## src/rtl/tlb_pkg.sv

```systemverilog
package tlb_pkg;
   typedef enum logic [1:0] {
      RES_HIT   = 2'd0,
      RES_MISS  = 2'd1,
      RES_DIRTY = 2'd2,
      RES_PROT  = 2'd3
   } tlb_res_e;

   typedef struct packed {
      logic glob;
      logic sup;
      logic wr;
      logic dirty;
   } tlb_attr_t;
endpackage

```

## src/rtl/tlb_store.sv

```systemverilog
// Entry storage: valid bits with reset and flush, data arrays written by refill.
module tlb_store
   import tlb_pkg::*;
#(
   parameter int SETS  = 16,
   parameter int WAYS  = 4,
   parameter int TAG_W = 16,
   parameter int PPN_W = 20,
   localparam int SET_W = $clog2(SETS),
   localparam int WAY_W = $clog2(WAYS)
) (
   input  logic                            clk,
   input  logic                            rst_n,
   input  logic                            flush_all,
   input  logic                            flush_local,
   input  logic                            wr_en,
   input  logic [SET_W-1:0]                wr_set,
   input  logic [WAY_W-1:0]                wr_way,
   input  logic [TAG_W-1:0]                wr_tag,
   input  logic [PPN_W-1:0]                wr_ppn,
   input  tlb_attr_t                       wr_attr,
   input  logic [SET_W-1:0]                a_set,
   output logic [WAYS-1:0]                 a_valid,
   output logic [WAYS-1:0][TAG_W-1:0]      a_tag,
   output logic [WAYS-1:0][PPN_W-1:0]      a_ppn,
   output tlb_attr_t [WAYS-1:0]            a_attr,
   input  logic [SET_W-1:0]                b_set,
   output logic [WAYS-1:0]                 b_valid,
   output logic [WAYS-1:0][TAG_W-1:0]      b_tag
);
   logic [WAYS-1:0]            valid_q [SETS];
   logic [WAYS-1:0][TAG_W-1:0] tag_q   [SETS];
   logic [WAYS-1:0][PPN_W-1:0] ppn_q   [SETS];
   tlb_attr_t [WAYS-1:0]       attr_q  [SETS];

   logic write_ok;
   assign write_ok = wr_en && !flush_all && !flush_local;

   always_ff @(posedge clk or negedge rst_n) begin
      if (!rst_n) begin
         for (int s = 0; s < SETS; s++) valid_q[s] <= '0;
      end else if (flush_all) begin
         for (int s = 0; s < SETS; s++) valid_q[s] <= '0;
      end else if (flush_local) begin
         for (int s = 0; s < SETS; s++)
            for (int w = 0; w < WAYS; w++)
               if (!attr_q[s][w].glob) valid_q[s][w] <= 1'b0;
      end else if (wr_en) begin
         valid_q[wr_set][wr_way] <= 1'b1;
      end
   end

   // Data fields carry no reset: every use is qualified by the valid bit.
   always_ff @(posedge clk) begin
      if (write_ok) begin
         tag_q[wr_set][wr_way]  <= wr_tag;
         ppn_q[wr_set][wr_way]  <= wr_ppn;
         attr_q[wr_set][wr_way] <= wr_attr;
      end
   end

   assign a_valid = valid_q[a_set];
   assign a_tag   = tag_q[a_set];
   assign a_ppn   = ppn_q[a_set];
   assign a_attr  = attr_q[a_set];
   assign b_valid = valid_q[b_set];
   assign b_tag   = tag_q[b_set];

   logic [SETS-1:0] live_any, live_private;
   always_comb begin
      for (int s = 0; s < SETS; s++) begin
         live_any[s]     = |valid_q[s];
         live_private[s] = 1'b0;
         for (int w = 0; w < WAYS; w++)
            if (valid_q[s][w] && !attr_q[s][w].glob) live_private[s] = 1'b1;
      end
   end

   AST_FULL_FLUSH_EMPTIES: assert property (@(posedge clk) disable iff (!rst_n)
      $past(flush_all) |-> live_any == '0);
   AST_LOCAL_FLUSH_KEEPS_GLOBAL: assert property (@(posedge clk) disable iff (!rst_n)
      $past(flush_local) |-> live_private == '0);
   AST_REFILL_LANDS: assert property (@(posedge clk) disable iff (!rst_n)
      $past(write_ok) |-> valid_q[$past(wr_set)][$past(wr_way)]);
endmodule

```

## src/rtl/tlb_match.sv

```systemverilog
// Parallel tag compare across the ways of one set.
module tlb_match #(
   parameter int WAYS  = 4,
   parameter int TAG_W = 16,
   localparam int WAY_W = $clog2(WAYS)
) (
   input  logic                       clk,
   input  logic                       rst_n,
   input  logic [WAYS-1:0]            ent_valid,
   input  logic [WAYS-1:0][TAG_W-1:0] ent_tag,
   input  logic [TAG_W-1:0]           key,
   output logic [WAYS-1:0]            hit_vec,
   output logic                       hit,
   output logic [WAY_W-1:0]           hit_way
);
   for (genvar w = 0; w < WAYS; w++) begin : g_cmp
      assign hit_vec[w] = ent_valid[w] && (ent_tag[w] == key);
   end

   assign hit = |hit_vec;

   always_comb begin
      hit_way = '0;
      for (int w = WAYS - 1; w >= 0; w--)
         if (hit_vec[w]) hit_way = WAY_W'(w);
   end

   AST_SINGLE_MATCH: assert property (@(posedge clk) disable iff (!rst_n)
      $onehot0(hit_vec));
endmodule

```

## src/rtl/tlb_plru.sv

```systemverilog
// Per-set binary-tree pseudo-LRU; a node bit of 1 points at the upper half.
module tlb_plru #(
   parameter int SETS = 16,
   parameter int WAYS = 4,
   localparam int SET_W = $clog2(SETS),
   localparam int WAY_W = $clog2(WAYS)
) (
   input  logic             clk,
   input  logic             rst_n,
   input  logic             a_en,
   input  logic [SET_W-1:0] a_set,
   input  logic [WAY_W-1:0] a_way,
   input  logic             b_en,
   input  logic [SET_W-1:0] b_set,
   input  logic [WAY_W-1:0] b_way,
   input  logic [SET_W-1:0] v_set,
   output logic [WAY_W-1:0] v_way
);
   typedef logic [WAYS-2:0] tree_t;

   function automatic tree_t touch(tree_t t_in, logic [WAY_W-1:0] way);
      tree_t t;
      int    node;
      logic  b;
      t    = t_in;
      node = 0;
      for (int lvl = 0; lvl < WAY_W; lvl++) begin
         b       = way[WAY_W-1-lvl];
         t[node] = ~b;
         node    = 2 * node + 1 + int'(b);
      end
      return t;
   endfunction

   function automatic logic [WAY_W-1:0] pick(tree_t t);
      logic [WAY_W-1:0] v;
      int               node;
      logic             b;
      v    = '0;
      node = 0;
      for (int lvl = 0; lvl < WAY_W; lvl++) begin
         b              = t[node];
         v[WAY_W-1-lvl] = b;
         node           = 2 * node + 1 + int'(b);
      end
      return v;
   endfunction

   tree_t tree_q [SETS];
   tree_t tree_d [SETS];

   always_comb begin
      for (int s = 0; s < SETS; s++) begin
         tree_d[s] = tree_q[s];
         if (a_en && a_set == SET_W'(s)) tree_d[s] = touch(tree_d[s], a_way);
         if (b_en && b_set == SET_W'(s)) tree_d[s] = touch(tree_d[s], b_way);
      end
   end

   always_ff @(posedge clk or negedge rst_n) begin
      if (!rst_n) begin
         for (int s = 0; s < SETS; s++) tree_q[s] <= '0;
      end else begin
         for (int s = 0; s < SETS; s++) tree_q[s] <= tree_d[s];
      end
   end

   assign v_way = pick(tree_q[v_set]);
endmodule

```

## src/rtl/tlb_xlate.sv

```systemverilog
module tlb_xlate
   import tlb_pkg::*;
#(
   parameter int VPN_W = 20,
   parameter int OFF_W = 12,
   parameter int PPN_W = 20,
   parameter int SETS  = 16,
   parameter int WAYS  = 4
) (
   input  logic                   clk,
   input  logic                   rst_n,
   input  logic                   lk_valid,
   input  logic [VPN_W-1:0]       lk_vpn,
   input  logic [OFF_W-1:0]       lk_off,
   input  logic                   lk_write,
   input  logic                   lk_user,
   output logic                   res_valid,
   output logic [1:0]             res_kind,
   output logic [PPN_W+OFF_W-1:0] res_paddr,
   input  logic                   fill_en,
   input  logic [VPN_W-1:0]       fill_vpn,
   input  logic [PPN_W-1:0]       fill_ppn,
   input  logic                   fill_global,
   input  logic                   fill_super,
   input  logic                   fill_writable,
   input  logic                   fill_dirty,
   input  logic                   flush_local,
   input  logic                   flush_all
);
   localparam int SET_W = $clog2(SETS);
   localparam int WAY_W = $clog2(WAYS);
   localparam int TAG_W = VPN_W - SET_W;
   localparam int PA_W  = PPN_W + OFF_W;

   if (SETS != (1 << SET_W) || SETS < 2) begin : g_bad_sets
      $error("SETS must be a power of two of at least 2");
   end
   if (WAYS != (1 << WAY_W) || WAYS < 2) begin : g_bad_ways
      $error("WAYS must be a power of two of at least 2");
   end
   if (TAG_W < 1) begin : g_bad_tag
      $error("VPN_W must exceed the set index width");
   end

   // ---------------- lookup path ----------------
   logic [SET_W-1:0] lk_set;
   logic [TAG_W-1:0] lk_tag;
   assign lk_set = lk_vpn[SET_W-1:0];
   assign lk_tag = lk_vpn[VPN_W-1:SET_W];

   logic [WAYS-1:0]            a_valid;
   logic [WAYS-1:0][TAG_W-1:0] a_tag;
   logic [WAYS-1:0][PPN_W-1:0] a_ppn;
   tlb_attr_t [WAYS-1:0]       a_attr;

   // ---------------- refill path ----------------
   logic [SET_W-1:0] f_set;
   logic [TAG_W-1:0] f_tag;
   assign f_set = fill_vpn[SET_W-1:0];
   assign f_tag = fill_vpn[VPN_W-1:SET_W];

   logic [WAYS-1:0]            b_valid;
   logic [WAYS-1:0][TAG_W-1:0] b_tag;
   logic [WAY_W-1:0]           fill_way;
   tlb_attr_t                  f_attr;
   assign f_attr = '{glob: fill_global, sup: fill_super, wr: fill_writable, dirty: fill_dirty};

   tlb_store #(.SETS(SETS), .WAYS(WAYS), .TAG_W(TAG_W), .PPN_W(PPN_W)) u_store (
      .clk        (clk),
      .rst_n      (rst_n),
      .flush_all  (flush_all),
      .flush_local(flush_local),
      .wr_en      (fill_en),
      .wr_set     (f_set),
      .wr_way     (fill_way),
      .wr_tag     (f_tag),
      .wr_ppn     (fill_ppn),
      .wr_attr    (f_attr),
      .a_set      (lk_set),
      .a_valid    (a_valid),
      .a_tag      (a_tag),
      .a_ppn      (a_ppn),
      .a_attr     (a_attr),
      .b_set      (f_set),
      .b_valid    (b_valid),
      .b_tag      (b_tag)
   );

   logic [WAYS-1:0]  l_vec;
   logic             l_hit;
   logic [WAY_W-1:0] l_way;

   tlb_match #(.WAYS(WAYS), .TAG_W(TAG_W)) u_lk_match (
      .clk      (clk),
      .rst_n    (rst_n),
      .ent_valid(a_valid),
      .ent_tag  (a_tag),
      .key      (lk_tag),
      .hit_vec  (l_vec),
      .hit      (l_hit),
      .hit_way  (l_way)
   );

   logic [WAYS-1:0]  f_vec;
   logic             f_hit;
   logic [WAY_W-1:0] f_way;

   tlb_match #(.WAYS(WAYS), .TAG_W(TAG_W)) u_fill_match (
      .clk      (clk),
      .rst_n    (rst_n),
      .ent_valid(b_valid),
      .ent_tag  (b_tag),
      .key      (f_tag),
      .hit_vec  (f_vec),
      .hit      (f_hit),
      .hit_way  (f_way)
   );

   // Verdict for the lookup in this cycle.
   tlb_attr_t        e_attr;
   logic [PPN_W-1:0] e_ppn;
   tlb_res_e         kind_d;
   logic [PA_W-1:0]  paddr_d;

   assign e_attr = a_attr[l_way];
   assign e_ppn  = a_ppn[l_way];

   always_comb begin
      if (!l_hit)
         kind_d = RES_MISS;
      else if ((lk_user && e_attr.sup) || (lk_write && !e_attr.wr))
         kind_d = RES_PROT;
      else if (lk_write && !e_attr.dirty)
         kind_d = RES_DIRTY;
      else
         kind_d = RES_HIT;
      paddr_d = (kind_d == RES_HIT) ? {e_ppn, lk_off} : '0;
   end

   // Refill way choice: same tag in place, then lowest invalid, then tree victim.
   logic             inv_any;
   logic [WAY_W-1:0] inv_way;
   logic [WAY_W-1:0] lru_way;
   logic             fill_ok;

   always_comb begin
      inv_any = 1'b0;
      inv_way = '0;
      for (int w = WAYS - 1; w >= 0; w--) begin
         if (!b_valid[w]) begin
            inv_any = 1'b1;
            inv_way = WAY_W'(w);
         end
      end
   end

   assign fill_way = f_hit ? f_way : (inv_any ? inv_way : lru_way);
   assign fill_ok  = fill_en && !flush_all && !flush_local;

   tlb_plru #(.SETS(SETS), .WAYS(WAYS)) u_plru (
      .clk  (clk),
      .rst_n(rst_n),
      .a_en (lk_valid && kind_d == RES_HIT),
      .a_set(lk_set),
      .a_way(l_way),
      .b_en (fill_ok),
      .b_set(f_set),
      .b_way(fill_way),
      .v_set(f_set),
      .v_way(lru_way)
   );

   // Registered result stage.
   logic            res_valid_q;
   tlb_res_e        res_kind_q;
   logic [PA_W-1:0] res_paddr_q;

   always_ff @(posedge clk or negedge rst_n) begin
      if (!rst_n) begin
         res_valid_q <= 1'b0;
         res_kind_q  <= RES_MISS;
         res_paddr_q <= '0;
      end else begin
         res_valid_q <= lk_valid;
         if (lk_valid) begin
            res_kind_q  <= kind_d;
            res_paddr_q <= paddr_d;
         end
      end
   end

   assign res_valid = res_valid_q;
   assign res_kind  = res_kind_q;
   assign res_paddr = res_paddr_q;

   AST_RESULT_FOLLOWS_REQUEST: assert property (@(posedge clk) disable iff (!rst_n)
      res_valid |-> $past(lk_valid));
   AST_HIT_KEEPS_OFFSET: assert property (@(posedge clk) disable iff (!rst_n)
      (res_valid && res_kind == RES_HIT) |-> res_paddr[OFF_W-1:0] == $past(lk_off));
   AST_NON_HIT_ZERO_ADDR: assert property (@(posedge clk) disable iff (!rst_n)
      (res_valid && res_kind != RES_HIT) |-> res_paddr == '0);
   AST_USER_NEVER_HITS_SUPER: assert property (@(posedge clk) disable iff (!rst_n)
      (lk_valid && l_hit && lk_user && e_attr.sup) |=> res_kind == RES_PROT);
endmodule

```

## config.mk

```make
export PLATFORM = sky130hd
export DESIGN_NAME = tlb_xlate
export DESIGN_NICKNAME = d
export VERILOG_FILES = /design/src/rtl/tlb_pkg.sv /design/src/rtl/tlb_store.sv /design/src/rtl/tlb_match.sv /design/src/rtl/tlb_plru.sv /design/src/rtl/tlb_xlate.sv
export SDC_FILE = /design/constraint.sdc
export NUM_CORES = 2
export LEC_CHECK = 0
export BUFFER_PORTS_ARGS = -buffer_cell sky130_fd_sc_hd__buf_2
export CAP_MARGIN = 20
export CORE_UTILIZATION = 45
export DETAILED_ROUTE_END_ITERATION = 12
export PLACE_DENSITY = 0.72
export SETUP_SLACK_MARGIN = 0.5
export SYNTH_ARGS = -nofsm -noshare
export SYNTH_HDL_FRONTEND = slang
export SYNTH_HIERARCHICAL = 1
export SYNTH_SLANG_ARGS = --single-unit
```

## constraint.sdc

```tcl
create_clock -name clk -period 8.19 [get_ports clk]
set_input_delay 1.638 -clock clk [delete_from_list [all_inputs] [get_ports clk]]
set_output_delay 1.638 -clock clk [all_outputs]
set_load 0.02 [all_outputs]
```

==> impl_metrics.yaml <==
timing:
  hold_ws_ns: 0.485
  hold_violations: 0
  layout_min_cycle_time_ns: 6.84
  tightest_slew_ns: 1.17
  min_period_over_period: 0.835
  setup-tns-final_ns: 0
  drv_slew: 0
  relSlewSlack: 0.207
  setup_viol: 0
  fin_skew_ns: 0.0778
  fmax_ghz: 0.146
  rsz0062_at_grt: "false"
worst_setup_path:
  reg2reg_slack_ns: 2.43
  cp.required_ns: 9.00
  crit_family: "simple AND/OR/NAND/NOR gates"
  path_buf_inv: 3
  cp_max_fo: 18
  crit_path_end_kind: "register"
  slowest_delay_ns: 0.66
  cp_slowest_cell: "nor4_1"
  crit_chain: "buf_2 > buf_4 > or2_2 > o22ai_1 > nor2_1 > xor2_1 > nor4_1 > nand4_1 > buf_4 > or2_1 > a211oi_4 > mux4_2 > a21oi_4 > and2_1 > or3b_2 > nor3_1 > mux2i_1 > mux2i_1"
  cp.arrival_ns: 7.65
  setup.worst_path.start_class: "input pin"
  critical_path_class: "input pin to register"
floorplanning:
  io_pins: 119
  die_h_um: 504
  start_util: 0.455
  dieArea_mm2: 0.254
  die_w_um: 504
  core_mm2: 0.250
  rows: 183
grt:
  grt_usage: 0.257
  grt_pass1_vias: 63900
  overflow: 0
  grt_pass1_wl_mm: 468
  grt_max_degree: 138
  antenna_found_initial: 15
cts:
  ctsHoldBuffers: 0
  clk-insertion-delay-late_ns: 0.95
  postCtsSetupRepairBufs: 0
  htree_levels: 5
  post_cts_resized: 0
  clkSlewWorstSetupHoldPaths_ns: 0.06
  cts_sinks: 2707
  cts_inserted_buffers: 289
  cts_tree: "yes"
  cts_max_path_buffers: 4
  cts_root_buf: "clkbuf_16"
synth:
  synth_cells: 5591
  syn_area_mm2: 0.113
  synth_nets: 5675
  postSynthAreaPerCell_um2: 20.3
  yosys_warnings: 6
placement:
  dp_hpwl_mm: 193
  dp.cells: 8954
  place.gp.congestion: 0.882
  io_buffers: 118
run:
  cap_violations: 0
finish:
  fin_cells: 9477
  layout.nets: 6020
  area_growth_syn_to_layout_pct: 14.2
  drive_above_1_share: 0.300
  utilization: 0.519
route:
  wl_mm: 331
  wl_per_cell_um: 34.9
  drt_iter0_markers: 10000
  drc_errors: 0
  via_per_inst: 6.72
  antenna_left: 0
  dr.pass1.iters: 8
  vias: 63700
power:
  leakage_uw: 0.0416
  p_per_area_mw_per_mm2: 228
  power_uw: 29500
  irDropWorstVdd_mv: 0.205
outcome:
  status: "complete, no violations"
worst_hold_path:
  min_path_type: "register to register"
-- registers in the layout (all words and copies together), names as in the netlist --
signal	flops
u_store/tag_q	1024
u_plru/tree_q	48
u_store/ppn_q	1280
res_valid	1
res_kind	2
u_store/attr_q	256
u_store/valid_q	64
res_paddr	32
-- layout make-up --
cell class	count	area, µm²
Fill cell	19100	120000
Clock buffer	361	7720
Clock inverter	134	1100
Inverter	10	37.5
Antenna cell	7	17.5
Multi-Input combinational cell	2482	31400
Tap cell	3330	4170
Sequential cell	2707	80600
Timing Repair Buffer	446	4570
-- through the flow --
step                cell area (µm²)  setup slack [ns]
floorplan                    113000             0.659
global placement             120000             0.734
detailed placement           120000             0.628
CTS                          129000              1.59
global route                 130000              1.33
finish                       130000              1.35
-- where the power goes --
group	total (µW)	leakage, µW	internal, µW	switching (µW)
Sequential	15200	0.0250	15200	24.7
Combinational	1870	0.0123	701	1170
Clock	12500	0.00432	7200	5260
Total	29500	0.0416	23100	6450
-- path summary, 6_finish.rpt --
kind / start / endpoint / depth (start not counted)
setup / recovery: lk_vpn[3] / u_plru/tree_q[37]$_DFF_PN0_ / 18
hold / removal: res_paddr[3]$_DFFE_PN0P_ / res_paddr[3]$_DFFE_PN0P_ / 1
setup reg to reg: u_store/tag_q[3][46]$_DFFE_PP_ / u_plru/tree_q[37]$_DFF_PN0_ / 16
hold reg to reg: res_paddr[3]$_DFFE_PN0P_ / res_paddr[3]$_DFFE_PN0P_ / 1
max in group asynchronous: rst_n / u_store/valid_q[20]$_DFFE_PN0P_ / 2
min in group asynchronous: rst_n / u_plru/tree_q[22]$_DFF_PN0_ / 1
-- placed cells by master, fill, tap and decap left out, drive strengths merged, types with 4 or more instances in the layout --
cell type / count
mux4: 921
a41o: 13
and2: 15
nor2b: 21
dfrtp: 146
xnor2: 90
nand4: 29
clkbuf: 362
inv: 18
buf: 445
clkinv: 99
nor3b: 4
nor4b: 4
nand2b: 8
nor4: 19
nor2: 139
and4b: 4
a21oi: 76
a21boi: 7
nand2: 239
nor3: 5
bufinv: 17
edfxtp: 2560
or2: 4
clkinvlp: 10
and3b: 4
nor4bb: 4
o22ai: 94
a32o: 32
mux2i: 120
a22o: 13
diode: 7
xor2: 38
a22oi: 348
or3: 9
o21ai: 75
nand3: 126
-- layer usage --
metal,up-vias,part of all wire,global-route usage
li1,24400,-,-
met1,33600,0.36,0.337
met2,4801,0.47,0.405
met3,914,0.12,0.0689
met4,14,0.050,0.112
met5,-,0.00028,0
-- worst reg2reg max path, cell delays in order, from the launching register on --
cell and delay [ns]:
edfxtp_1 0.38, mux4_2 0.50, a22oi_1 0.47, nand2_1 0.14
xor2_1 0.16, nor4_1 0.70, nand4_1 0.24, buf_4 0.24
or2_1 0.29, a211oi_4 0.48, mux4_2 0.44, a21oi_4 0.17
and2_1 0.26, or3b_2 0.54, nor3_1 0.32, mux2i_1 0.25
mux2i_1 0.11
No activity file was read; power rests on OpenSTA's default activity.
